## config.mk

```make
export PLATFORM = sky130hd
export DESIGN_NAME = afe_boot_loader
export DESIGN_NICKNAME = d
export VERILOG_FILES = /design/src/rtl/afe_boot_pkg.sv /design/src/rtl/afe_boot_tick.sv /design/src/rtl/afe_boot_shifter.sv /design/src/rtl/afe_boot_seq.sv /design/src/rtl/afe_boot_loader.sv
export SDC_FILE = /design/constraint.sdc
export NUM_CORES = 1
export LEC_CHECK = 0
export BUFFER_PORTS_ARGS = -buffer_cell sky130_fd_sc_hd__buf_2
export CAP_MARGIN = 20
export CORE_MARGIN = 4
export CORE_UTILIZATION = 35
export DETAILED_ROUTE_END_ITERATION = 16
export PLACE_DENSITY = 0.59
export SLEW_MARGIN = 20
export SYNTH_ARGS = -nofsm -noshare
export SYNTH_HDL_FRONTEND = slang
export SYNTH_HIERARCHICAL = 1
export SYNTH_SLANG_ARGS = --single-unit
export TNS_END_PERCENT = 10
```

## constraint.sdc

```tcl
create_clock -name clk -period 2.5 [get_ports clk]
set_clock_uncertainty 0.15 [all_clocks]
set_input_delay 0.125 -clock clk [delete_from_list [all_inputs] [get_ports clk]]
set_output_delay 0.125 -clock clk [all_outputs]
set_load 0.01 [all_outputs]
```

## src/rtl/afe_boot_pkg.sv

```systemverilog
package afe_boot_pkg;

  localparam int AW      = 3;
  localparam int DW      = 11;
  localparam int ENTRY_W = AW + DW;
  localparam int WORD_W  = 2 + AW + DW;

  localparam logic RW_WRITE = 1'b0;
  localparam logic TEST_VAL = 1'b0;

  typedef enum logic [1:0] {
    S_GAP   = 2'd0,
    S_SHIFT = 2'd1,
    S_DONE  = 2'd2
  } seq_state_e;

  // Bit k of the result is the k-th bit on the wire.
  function automatic logic [WORD_W-1:0] make_word(input logic [AW-1:0] a,
                                                  input logic [DW-1:0] d);
    return {d, TEST_VAL, a, RW_WRITE};
  endfunction

  function automatic logic [AW-1:0] entry_addr(input logic [ENTRY_W-1:0] e);
    return e[ENTRY_W-1 -: AW];
  endfunction

  function automatic logic [DW-1:0] entry_data(input logic [ENTRY_W-1:0] e);
    return e[DW-1:0];
  endfunction

endpackage

```

## src/rtl/afe_boot_tick.sv

```systemverilog
module afe_boot_tick #(
  parameter int CLK_DIV = 2
) (
  input  logic clk,
  input  logic rst_n,
  input  logic run,
  output logic tick
);
  localparam int CW = (CLK_DIV > 1) ? $clog2(CLK_DIV) : 1;

  logic [CW-1:0] cnt;

  assign tick = run && (cnt == CW'(CLK_DIV - 1));

  always_ff @(posedge clk or negedge rst_n) begin
    if (!rst_n)   cnt <= '0;
    else if (tick) cnt <= '0;
    else if (run) cnt <= cnt + 1'b1;
  end
endmodule

```

## src/rtl/afe_boot_shifter.sv

```systemverilog
module afe_boot_shifter #(
  parameter int W = 16
) (
  input  logic         clk,
  input  logic         rst_n,
  input  logic         load,
  input  logic [W-1:0] load_word,
  input  logic         shift,
  output logic         bit_out
);
  logic [W-1:0] sh;

  always_ff @(posedge clk or negedge rst_n) begin
    if (!rst_n)      sh <= '0;
    else if (load)   sh <= load_word;
    else if (shift)  sh <= {1'b0, sh[W-1:1]};
  end

  assign bit_out = sh[0];
endmodule

```

## src/rtl/afe_boot_seq.sv

```systemverilog
module afe_boot_seq
  import afe_boot_pkg::*;
#(
  parameter int NUM_WORDS = 8,
  parameter int GAP_TICKS = 4,
  parameter int WLEN      = 16,
  localparam int IDX_W    = $clog2(NUM_WORDS + 1)
) (
  input  logic             clk,
  input  logic             rst_n,
  input  logic             tick,
  output logic             load_req,
  output logic             shift_req,
  output logic             word_end,
  output logic             strobe,
  output logic             sclk_int,
  output logic [IDX_W-1:0] widx,
  output logic             done
);
  localparam int GW = (GAP_TICKS > 1) ? $clog2(GAP_TICKS) : 1;
  localparam int BW = $clog2(WLEN);

  seq_state_e    state;
  logic [GW-1:0] gap_cnt;
  logic [BW-1:0] bit_cnt;
  logic          gap_last, bit_last, in_shift;

  assign in_shift  = (state == S_SHIFT);
  assign gap_last  = (gap_cnt == GW'(GAP_TICKS - 1));
  assign bit_last  = (bit_cnt == BW'(WLEN - 1));
  assign load_req  = tick && (state == S_GAP) && gap_last;
  assign word_end  = tick && in_shift && sclk_int && bit_last;
  assign shift_req = tick && in_shift && sclk_int && !bit_last;
  assign done      = (state == S_DONE);

  always_ff @(posedge clk or negedge rst_n) begin
    if (!rst_n) begin
      state    <= S_GAP;
      gap_cnt  <= '0;
      bit_cnt  <= '0;
      strobe   <= 1'b0;
      sclk_int <= 1'b0;
      widx     <= '0;
    end else if (tick) begin
      unique case (state)
        S_GAP: begin
          if (gap_last) begin
            gap_cnt <= '0;
            strobe  <= 1'b1;
            state   <= S_SHIFT;
          end else begin
            gap_cnt <= gap_cnt + 1'b1;
          end
        end
        S_SHIFT: begin
          if (!sclk_int) begin
            sclk_int <= 1'b1;
          end else begin
            sclk_int <= 1'b0;
            if (bit_last) begin
              bit_cnt <= '0;
              strobe  <= 1'b0;
              widx    <= widx + 1'b1;
              state   <= (widx == IDX_W'(NUM_WORDS - 1)) ? S_DONE : S_GAP;
            end else begin
              bit_cnt <= bit_cnt + 1'b1;
            end
          end
        end
        default: state <= S_DONE;
      endcase
    end
  end
endmodule

```

## src/rtl/afe_boot_loader.sv

```systemverilog
module afe_boot_loader
  import afe_boot_pkg::*;
#(
  parameter int CLK_DIV  = 2,
  parameter int GAP_BITS = 2,
  parameter int NUM_REGS = 4,
  parameter logic [NUM_REGS*ENTRY_W-1:0] AFE1_TABLE =
    {3'd3, 11'h0A5, 3'd2, 11'h1F0, 3'd1, 11'h400, 3'd0, 11'h05A},
  parameter logic [NUM_REGS*ENTRY_W-1:0] AFE2_TABLE =
    {3'd7, 11'h3C3, 3'd6, 11'h012, 3'd5, 11'h7FF, 3'd4, 11'h100}
) (
  input  logic       clk,
  input  logic       rst_n,
  input  logic       host_sclk,
  input  logic       host_sdata,
  input  logic [1:0] host_ld,
  output logic       sclk,
  output logic       sdata,
  output logic [1:0] afe_ld,
  output logic       done
);
  localparam int NUM_WORDS = 2 * NUM_REGS;
  localparam int GAP_TICKS = 2 * GAP_BITS;
  localparam int IDX_W     = $clog2(NUM_WORDS + 1);

  logic [WORD_W-1:0] word_rom [NUM_WORDS];
  logic [WORD_W-1:0] cur_word;
  logic              tick, load_req, shift_req, word_end, strobe, sclk_int;
  logic              bit_out, dev2_sel, boot_done;
  logic [IDX_W-1:0]  widx;
  logic [1:0]        ld_int;

  for (genvar i = 0; i < NUM_REGS; i++) begin : g_rom
    assign word_rom[i] = make_word(entry_addr(AFE1_TABLE[i*ENTRY_W +: ENTRY_W]),
                                   entry_data(AFE1_TABLE[i*ENTRY_W +: ENTRY_W]));
    assign word_rom[NUM_REGS+i] = make_word(entry_addr(AFE2_TABLE[i*ENTRY_W +: ENTRY_W]),
                                            entry_data(AFE2_TABLE[i*ENTRY_W +: ENTRY_W]));
  end

  always_comb begin
    cur_word = '0;
    for (int i = 0; i < NUM_WORDS; i++)
      if (widx == IDX_W'(i)) cur_word = word_rom[i];
  end

  afe_boot_tick #(.CLK_DIV(CLK_DIV)) u_tick (
    .clk(clk), .rst_n(rst_n), .run(!boot_done), .tick(tick)
  );

  afe_boot_seq #(.NUM_WORDS(NUM_WORDS), .GAP_TICKS(GAP_TICKS), .WLEN(WORD_W)) u_seq (
    .clk(clk), .rst_n(rst_n), .tick(tick), .load_req(load_req),
    .shift_req(shift_req), .word_end(word_end), .strobe(strobe),
    .sclk_int(sclk_int), .widx(widx), .done(boot_done)
  );

  afe_boot_shifter #(.W(WORD_W)) u_shift (
    .clk(clk), .rst_n(rst_n), .load(load_req), .load_word(cur_word),
    .shift(shift_req), .bit_out(bit_out)
  );

  assign dev2_sel = (widx >= IDX_W'(NUM_REGS));
  assign ld_int   = {strobe && dev2_sel, strobe && !dev2_sel};

  assign done   = boot_done;
  assign sclk   = boot_done ? host_sclk  : sclk_int;
  assign sdata  = boot_done ? host_sdata : (strobe && bit_out);
  assign afe_ld = boot_done ? host_ld    : ld_int;
endmodule

```

==> results of run 1 <==
-- worst paths after layout --
| path | from | slack [ns] | endpoint | cells past startpoint |
|---|---|---|---|---|
| min in group clk | u_tick/cnt | 0.31 | u_tick/cnt | 1 |
| max | u_seq/state[1] | 0.27 | u_shift/sh[0] | 9 |
| min reg2reg | u_tick/cnt | 0.31 | u_tick/cnt | 1 |
| max reg2reg | u_seq/state[1] | 0.27 | u_shift/sh[0] | 9 |
| min | rst_n | 0.28 | u_shift/sh[4] | 2 |
| max in group asynchronous | rst_n | 1.46 | u_shift/sh[0] | 2 |
-- cells in the final DEF, fill, tap and decap left out, types with 4 or more instances in the layout --
| cell | count |
|---|---|
| dfrtp_1 | 31 |
| nand2_1 | 23 |
| mux2i_1 | 18 |
| buf_2 | 10 |
| o21ai_1 | 10 |
| nor2_1 | 9 |
| o21ai_0 | 8 |
| clkbuf_8 | 7 |
| inv_1 | 6 |
| xor2_1 | 5 |
| nand2b_1 | 4 |
| a21oi_1 | 4 |
| nor2b_1 | 4 |
-- routing by layer --
layer  track usage, %  wire (µm)
met1             15.1       1690
met2             17.2       1420
met3             3.17        122
met4             5.84         65
met5                0          0
-- area by class of cell --
cell class	count	area, µm²
fill	476	2820
multi-input combinational	123	893
sequential	31	776
clock buffer	8	100
tap	67	83.8
timing repair buffer	14	82.6
inverter	7	26.3
-- cell usage after synthesis (all sizes together) --
library cell  count  area share, %
dfrtp            31             44
nand2            23            4.9
mux2i            18             10
o21ai            18            5.1
nor2             10            2.6
buf               7            3.7
inv               7            1.5
mux2              5            3.2
nand2b            5            2.2
xor2              5            2.5
a21oi             4            1.1
nor2b             4            1.4
a22o              3            1.5
ha                3            2.1
nor3              3            1.4
a31oi             2            1.1
and2              2           0.92
nand4             2            1.6
or2               2           0.85
xnor2             2            1.0
a311o             1           0.57
and4b             1           0.57
clkbuf            1           0.21
conb              1           0.21
nand3             1           0.28
nand3b            1            1.1
nand4b            1           0.85
nor3b             1            1.1
o22ai             1           0.36
o31ai             1           0.43
o41ai             1           0.92
or2b              1           0.43
-- stage by stage --
stage	hold slack [ns]	worst slack, ns
after global placement	0.0628	0.297
after floorplan	-0.321	0.288
final	0.279	0.271
after detailed placement	0.0634	0.282
after CTS	0.309	0.268
after global routing	0.337	0.0596
-- power by group through the flow --
stage / Combinational (mW) / Clock (mW) / Sequential (mW)
6_report: 0.0147 / 0.439 / 0.502
4_1_cts: 0.0158 / 0.454 / 0.501
5_1_grt: 0.0177 / 0.470 / 0.501
2_1_floorplan: 0.000351 / 0 / 0.511
3_3_place_gp: 0.0142 / 0 / 0.511
3_5_place_dp: 0.0143 / 0 / 0.511
-- registers in the layout (all words and copies together), names as in the netlist --
name	cells
u_seq/gap_cnt	2
u_shift/sh	16
u_tick/cnt	1
u_seq/sclk_int	1
u_seq/strobe	1
u_seq/bit_cnt	4
u_seq/state	2
u_seq/widx	4
-- kinds of logic (layout without fill, tap and decap cells) --
family / after synthesis / count (layout) / synth area share (%)
xor gates and xnor gates: 7 / 7 / 3.48
AOI/OAI and AO/OA: 31 / 31 / 11.1
muxes: 23 / 23 / 13.4
and+or+nand+nor: 57 / 57 / 20.2
other: 1 / 2 / 0.213
adders and majority gates: 3 / 3 / 2.13
buffers and inverters: 15 / 29 / 5.40
DFF: 31 / 31 / 44.1
==> impl_results.md, run 1 <==
* GR Util All Layers at 11.5%
* H-tree levels at 2
* Family with the most delay on the worst path: buffers and inverters
* Power per cell area at 487 nW/µm²
* Via count at 1183
* Final antenna-violating net count at 0
* Yosys warnings at 6
* Worst path cell trace: inv_1, nor2_1, inv_1, and2_2, nand4b_2, a31oi_2, buf_4, mux2i_1, o21ai_0
* Unrepaired setup endpoints after global routing: no
* Post-DP HPWL at 2.15 mm
* Part of the cycle the worst path needs at 89.2%
* Setup TNS at 0 ns
* I/O Buffers at 10
* CP max stage cell: dfrtp_1
* Largest net degree at the start of global routing at 34
* Number of inserted diodes at 0
* Required @ worst endpoint at 2.50 ns
* DP Area at 1850 µm²
* Post-CTS setup buffer count at 0
* Status: finished clean
* Clock Tree Root: clkbuf_8
* Crit Path Category: flop to flop
* Final slew viol count at 0
* CP bufs+invs at 3
* First-pass GRT wire length at 5.49 mm
* 1st-pass router iterations at 4
* Fin. Hold Viols at 0
* Clock Pin Slew Worst Setup and Hold Paths at 0.07 ns
* Worst slew pin tran at 0.704 ns
* Cells after DPL at 241
* Max transition margin at 53.1%
* #FFs+latches synth at 31
* Nets at 191
* Final min period at 2.23 ns
* # DRC at 0
* Starting density of the core at 36.8%
* Initial DRC count at 96
* Design area at 1960 µm²
* Worst Setup End Kind: flop
* Sw Pwr at 0.198 mW
* Gate power share at 1.5%
* DR WL/cell at 13.2 µm
* Cell variety after synth at 45
* Top Ports at 11
* CP max FO at 17
* CTS tree: done
* Switching part of the total power at 20.8%
* GRT overflow at 0
* Drt via density at 4.73
* Hold crit path type: input port to async pin
* Sequential Power Share at 52.5%
* Peak VDD IR at 0.312 mV
* Part of the power in the clock network at 45.9%
* Total core area at 4790 µm²
* Sequential share of the synthesized area at 44.1%
* Final GP Congestion at 0.841
* CTS sink count at 31
* Total Routed Length at 3.29 mm
* Clock Latency Late Sink at 0.28 ns
* Die Span Y at 78.9 µm
* Resize count post-CTS at 0
* Clock buffer count from CTS at 5
* CP max stage delay at 0.44 ns
* Area grow syn2layout at 11.4%
* Share of cells above drive strength 1 at 20.2%
* Antenna violations before repair at 0
* Fin util at 41.0%
* Final cell count without fillers at 250
* # setup viols final at 0
* Total Power at 0.955 mW
* CP Launch Type: flop
* Max_cap viols at 0
* Most frequent CP cell: inv_1
* Clk buf depth at 2
* Vias in the first global route at 1138
* Syn Area/Cell at 10.5 µm²
* Pint at 0.756 mW
* Cells after Synth at 168
* Die Span X at 78.9 µm
* Arr. time, crit path at 2.23 ns
* Maximum clock frequency at 449 MHz
* LEAKAGE at 0.856 nW
* Netlist Area Pre-Place at 1760 µm²
* Die ar. at 6230 µm²
* Cell row count at 25
* Post-CTS Hold Buffers at 1
No activity file was read; power rests on OpenSTA's default activity.
==> inputs of run 2 (changes only) <==
--- a/config.mk
+++ b/config.mk
@@ -7,10 +7,12 @@
 export LEC_CHECK = 0
 export BUFFER_PORTS_ARGS = -buffer_cell sky130_fd_sc_hd__buf_2
 export CAP_MARGIN = 20
+export CELL_PAD_IN_SITES_DETAIL_PLACEMENT = 0
+export CELL_PAD_IN_SITES_GLOBAL_PLACEMENT = 1
 export CORE_MARGIN = 4
 export CORE_UTILIZATION = 35
 export DETAILED_ROUTE_END_ITERATION = 16
-export PLACE_DENSITY = 0.59
+export PLACE_DENSITY = 0.69
 export SLEW_MARGIN = 20
 export SYNTH_ARGS = -nofsm -noshare
 export SYNTH_HDL_FRONTEND = slang
==> run 2 against run 1 <==
  * Count of clock-buffer cells in the layout is the same
  * Critical path depth stayed put
  * Sequential cell count did not move
  * Largest cell class unchanged
  * Largest power group unchanged
  * Highest routed layer unchanged
==> impl_results.md, run 2 (same netlist as run 1, synthesis figures left out) <==
* Commonest non-fill, non-tap cell in the layout: dfrtp_1
* Design area at 1970 µm² (+0.64%)
* Die Span X at 78.9 µm (unchanged)
* Final cell count without fillers at 250 (unchanged)
* Clock Pin Slew Worst Setup and Hold Paths at 0.07 ns (about the same)
* CTS tree: done
* Crit Path Category: flop to flop
* Starting density of the core at 36.8% (unchanged)
* Via count at 1226 (+3.6%)
* Clock Tree Root: clkbuf_8
* Post-CTS Hold Buffers at 1 (unchanged)
* Final antenna-violating net count at 0 (unchanged)
* Max FFs per register at 16 (unchanged)
* Fin Hold WS at 0.290 ns (+0.0110 ns)
* # setup viols final at 0 (unchanged)
* DR WL/cell at 13.0 µm (-1.7%)
* Max transition margin at 53.6% (+0.46 points)
* Cells after DPL at 241 (unchanged)
* First-pass GRT wire length at 5.82 mm (+6.0%)
* Final min period at 2.24 ns (+0.0141 ns)
* Vias in the first global route at 1271 (+12%)
* Initial DRC count at 53 (-45%)
* Top Ports at 11 (unchanged)
* Area grow syn2layout at 12.2%
* Unrepaired setup endpoints after global routing: no
* Power per cell area at 480 nW/µm² (-1.5%)
* Fill cells at 475 (-0.21%)
* GRT overflow at 0 (unchanged)
* Antenna violations before repair at 0 (unchanged)
* Gate power share at 1.5% (about the same)
* Post-DP HPWL at 2.23 mm (+4.1%)
* Peak VDD IR at 0.226 mV (-28%)
* 1st-pass router iterations at 4 (unchanged)
* CP max FO at 17 (unchanged)
* DP Area at 1860 µm² (+0.68%)
* Sequential Power Share at 53.0% (+0.5 points)
* Maximum clock frequency at 446 MHz (-0.63%)
* Status: finished clean
* Final slew viol count at 0 (unchanged)
* Worst slew pin tran at 0.697 ns (-0.00696 ns)
* H-tree levels at 2 (unchanged)
* Resize count post-CTS at 0 (unchanged)
* Fin. Hold Viols at 0 (unchanged)
* Arr. time, crit path at 2.24 ns (about the same)
* Hold crit path type: input port to async pin
* Clock Latency Late Sink at 0.28 ns (about the same)
* Switching part of the total power at 20.1% (-0.67 points)
* Clock buffer count from CTS at 5 (unchanged)
* CP Launch Type: flop
* Setup TNS at 0 ns (unchanged)
* Final GP Congestion at 0.838 (-0.36%)
* Commonest non-fill, non-tap cells in the layout: dfrtp_1 (31), nand2_1 (23), mux2i_1 (18)
* CTS sink count at 31 (unchanged)
* I/O Buffers at 10 (unchanged)
* Fin util at 41.3% (+0.26 points)
* Total core area at 4790 µm² (unchanged)
* Cell row count at 25 (unchanged)
* Required @ worst endpoint at 2.49 ns (about the same)
* GR Util All Layers at 11.9% (+0.40 points)
* Max_cap viols at 0 (unchanged)
* LEAKAGE at 0.859 nW (+0.31%)
* Worst Setup End Kind: flop
* Die ar. at 6230 µm² (unchanged)
* Largest net degree at the start of global routing at 34 (unchanged)
* Clk buf depth at 2 (unchanged)
* Part of the power in the clock network at 45.5% (-0.4 points)
* Part of the cycle the worst path needs at 89.7% (+0.56 points)
* Number of inserted diodes at 0 (unchanged)
* Largest regs: u_shift/sh x16, u_seq/bit_cnt x4, u_seq/widx x4
* Total Routed Length at 3.24 mm (-1.7%)
* Post-CTS setup buffer count at 0 (unchanged)
* Multi-input logic area at 893 µm² (unchanged)
* Sw Pwr at 0.190 mW (-4.0%)
* # DRC at 0 (unchanged)
* Share of cells above drive strength 1 at 20.2% (unchanged)
* Most flop-heavy register: u_shift/sh
* Drt via density at 4.90 (+3.6%)
* Register area at 776 µm² (unchanged)
* Nets at 191 (unchanged)
* Pint at 0.756 mW (about the same)
* Die Span Y at 78.9 µm (unchanged)
run 2: routing by layer:
layer  global-route usage [%]  wire [µm]
met5                        0          0
met2                     18.2       1530
met3                     3.63        117
met4                     5.50         61
met1                     15.4       1530
run 2: final timing paths:
kind,from,cells after the start,end,slack [ns]
worst max-delay path,u_seq/state[1],9,u_shift/sh[3],0.26
worst min-delay path,rst_n,2,u_seq/widx[3],0.29
worst max register to register,u_seq/state[1],9,u_shift/sh[3],0.26
worst min register to register,u_tick/cnt,1,u_tick/cnt,0.33
max in group asynchronous,rst_n,2,u_shift/sh[10],1.46
min in group clk,u_tick/cnt,1,u_tick/cnt,0.33
run 2: cell type report:
cell class                 count  area share, %
multi-input combinational    123           45.2
sequential                    31           39.3
clock buffer                   8           5.07
timing repair buffer          14           4.82
tap                           67           4.25
inverter                       7           1.33
run 2: critical path: stages, from the launching register on:
cell,delay [ns]
dfrtp_1,0.45
inv_1,0.17
nor2_1,0.08
inv_1,0.08
and2_2,0.26
nand4b_2,0.19
a31oi_2,0.24
buf_12,0.20
mux2i_1,0.19
o21ai_0,0.09
run 2: power groups by stage:
stage                     Combinational, mW  Sequential [mW]  Clock [mW]
after floorplan                    0.000351            0.511           0
after global placement               0.0141            0.511           0
after detailed placement             0.0146            0.511           0
after CTS                            0.0158            0.502       0.444
after global routing                 0.0176            0.501       0.466
final                                0.0145            0.502       0.431
run 2: through the flow:
stage | setup WS [ns] | power (mW)
floorplan | 0.288 | 0.511
global placement | 0.410 | 0.525
detailed placement | 0.312 | 0.526
CTS | 0.283 | 0.961
global route | 0.0753 | 0.985
finish | 0.257 | 0.947
==> inputs of run 3 (changes only) <==
==> constraint.sdc (replaced) <==
create_clock -name clk -period 2.5 [get_ports clk]
set_clock_uncertainty 0.15 [all_clocks]
set_input_delay 0.125 -clock clk [delete_from_list [all_inputs] [get_ports clk]]
set_output_delay 0.125 -clock clk [all_outputs]
set_load 0.05 [all_outputs]
==> run 3 against run 2 <==
  * Register-to-register slack gained 0.05 ns
  * Final area shrank 0.51%
  * Sequential share of layout area grew 0.20 points
  * Global-route usage grew 0.30 points
  * Combinational power is essentially flat
  * Power shrank 3.9%
  * Count of clock-buffer cells in the layout shrank 2
==> impl_results.md, run 3 (same netlist as run 1, synthesis figures left out) <==
* Sequential Power Share at 55.2% (+2.2 points)
* Reg-to-Reg Start: u_seq/state[1]
* CP Launch Type: flop
* Switching part of the total power at 20.7% (+0.63 points)
* FF-to-FF End: u_shift/sh[14]
* Worst slew pin tran at 0.713 ns (+0.0159 ns)
* Multi-input logic area at 896 µm² (+0.28%)
* Total Routed Length at 3.25 mm (+0.28%)
* Largest regs: u_shift/sh x16, u_seq/bit_cnt x4, u_seq/widx x4
* Design area at 1960 µm² (-0.51%)
* GR Util All Layers at 12.2% (+0.30 points)
* Max FFs per register at 16 (unchanged)
* Register area at 776 µm² (unchanged)
* Via count at 1226 (unchanged)
* Clk buf depth at 2 (unchanged)
* Arr. time, crit path at 2.19 ns (-0.05 ns)
* Area grow syn2layout at 11.6%
* GRT overflow at 0 (unchanged)
* Antenna violations before repair at 0 (unchanged)
* Max transition margin at 52.5% (-1.1 points)
* Die Span X at 78.9 µm (unchanged)
* Worst path cell trace: inv_1, nor2_2, inv_1, and2_2, nand4b_2, a31oi_2, buf_12, mux2i_1, o21ai_0
* Share of cells above drive strength 1 at 20.9% (+0.66 points)
* Most frequent CP cell: inv_1
* Sw Pwr at 0.189 mW (-0.95%)
* M2 GR Usage at 19.1% (+0.93 points)
* Clock buffer count from CTS at 5 (unchanged)
* Largest net degree at the start of global routing at 34 (unchanged)
* Post-DP HPWL at 2.27 mm (+1.9%)
* Final min period at 2.19 ns (-0.0529 ns)
* I/O Buffers at 10 (unchanged)
* Die ar. at 6230 µm² (unchanged)
* Clock Pin Slew Worst Setup and Hold Paths at 0.06 ns (about the same)
* Family with the most delay on the worst path: simple AND/OR/NAND/NOR gates
* Setup TNS at 0 ns (unchanged)
* Status: finished clean
* DP Area at 1870 µm² (+0.13%)
* Power per cell area at 463 nW/µm² (-3.4%)
* Resize count post-CTS at 0 (unchanged)
* Initial DRC count at 99 (+87%)
* Final GP Congestion at 0.823 (-1.9%)
* Unrepaired setup endpoints after global routing: no
* # DRC at 0 (unchanged)
* CP max stage cell: dfrtp_1
* Hold crit path type: input port to async pin
* Reg2Reg Setup Slack at 0.31 ns (+0.05 ns)
* Cell row count at 25 (unchanged)
* Number of inserted diodes at 0 (unchanged)
* Die Span Y at 78.9 µm (unchanged)
* Final slew viol count at 0 (unchanged)
* # setup viols final at 0 (unchanged)
* Met3 Track Usage GR at 2.04% (-1.6 points)
* Fill cells at 464 (-2.3%)
* Cell depth of the worst flop-to-flop path at 9 (unchanged)
* Maximum clock frequency at 457 MHz (+2.4%)
* CP max stage delay at 0.46 ns (about the same)
* 1st-pass router iterations at 4 (unchanged)
* CP bufs+invs at 3 (unchanged)
* Final antenna-violating net count at 0 (unchanged)
* Fin. Hold Viols at 0 (unchanged)
* Clock Tree Root: clkbuf_8
* CP max FO at 17 (unchanged)
* Clock Latency Late Sink at 0.28 ns (about the same)
* Grt met1 use at 16.0% (+0.67 points)
* Worst Setup End Kind: flop
* Top Ports at 11 (unchanged)
* Required @ worst endpoint at 2.50 ns (about the same)
* Pint at 0.721 mW (-4.7%)
* Commonest non-fill, non-tap cell in the layout: dfrtp_1
* Total core area at 4790 µm² (unchanged)
* DR WL/cell at 13.0 µm (+0.68%)
* First-pass GRT wire length at 5.94 mm (+2.1%)
* LEAKAGE at 0.854 nW (-0.53%)
* Starting density of the core at 36.8% (unchanged)
* H-tree levels at 2 (unchanged)
* Drt via density at 4.92 (+0.40%)
* CTS sink count at 31 (unchanged)
* Peak VDD IR at 0.280 mV (+24%)
* Gate power share at 1.6% (about the same)
* Commonest non-fill, non-tap cells in the layout: dfrtp_1 (31), nand2_1 (23), mux2i_1 (18)
* Max_cap viols at 0 (unchanged)
* Part of the cycle the worst path needs at 87.6% (-2.1 points)
* CTS tree: done
* Vias in the first global route at 1297 (+2.0%)
* Most flop-heavy register: u_shift/sh
* Nets at 191 (unchanged)
* Part of the power in the clock network at 43.2% (-2.3 points)
* Crit Path Category: flop to flop
* GR peak layer: met2
## run 3: cell count changes in the layout (fill, tap and decap cells not counted), sizes merged
cell    change
clkinv      +1
clkbuf      -2
## run 3: repair_timing
action                    CTS  global route
setup buffers               0             0
hold buffers                1             0
hold endpoints to repair   31             0
## run 3: per-stage QoR
step	total power, mW	worst slack, ns	cells	utilization (%)	hold WS [ns]
6_report	0.910	0.310	249	41.0	0.287
4_1_cts	0.925	0.303	249	41.0	0.320
5_1_grt	0.949	0.162	249	41.0	0.336
3_5_place_dp	0.525	0.316	241	39.0	0.0687
2_1_floorplan	0.511	0.0626	169	-	-0.321
3_3_place_gp	0.525	0.401	241	39.0	0.0620
## run 3: area by class of cell
| cell class | count | area share, % |
|---|---|---|
| clock buffers | 6 | 4.20 |
| well taps | 67 | 4.27 |
| multi-input cells | 123 | 45.6 |
| flip-flops and latches | 31 | 39.5 |
| inverters | 7 | 1.34 |
| clock inverters | 1 | 0.255 |
| repair buffers | 14 | 4.84 |
## run 3: layer usage
layer	vias to the layer above	wire length, µm
met3	5	131
met5	-	0
met4	0	59
met2	25	1540
li1	599	-
met1	597	1520
## run 3: worst max-delay path by stage
stage / startpoint / endpoint / slack [ns] / cells after the start
6_report: u_seq/state[1] / u_shift/sh[14] / 0.31 / 9
5_1_grt: u_seq/state[1] / u_shift/sh[14] / 0.16 / 9
4_1_cts: u_seq/state[1] / u_shift/sh[11] / 0.30 / 9
3_5_place_dp: u_seq/state[1] / u_shift/sh[11] / 0.32 / 9
3_3_place_gp: u_seq/state[1] / u_shift/sh[0] / 0.40 / 9
2_1_floorplan: u_seq/state[1] / u_shift/sh[4] / 0.06 / 10
## run 3: power by group through the flow
stage	registers, mW	logic, mW	clock network (mW)
after CTS	0.502	0.0157	0.408
after detailed placement	0.511	0.0144	0
final	0.502	0.0147	0.393
after global placement	0.511	0.0141	0
after floorplan	0.511	0.000351	0
after global routing	0.501	0.0178	0.430
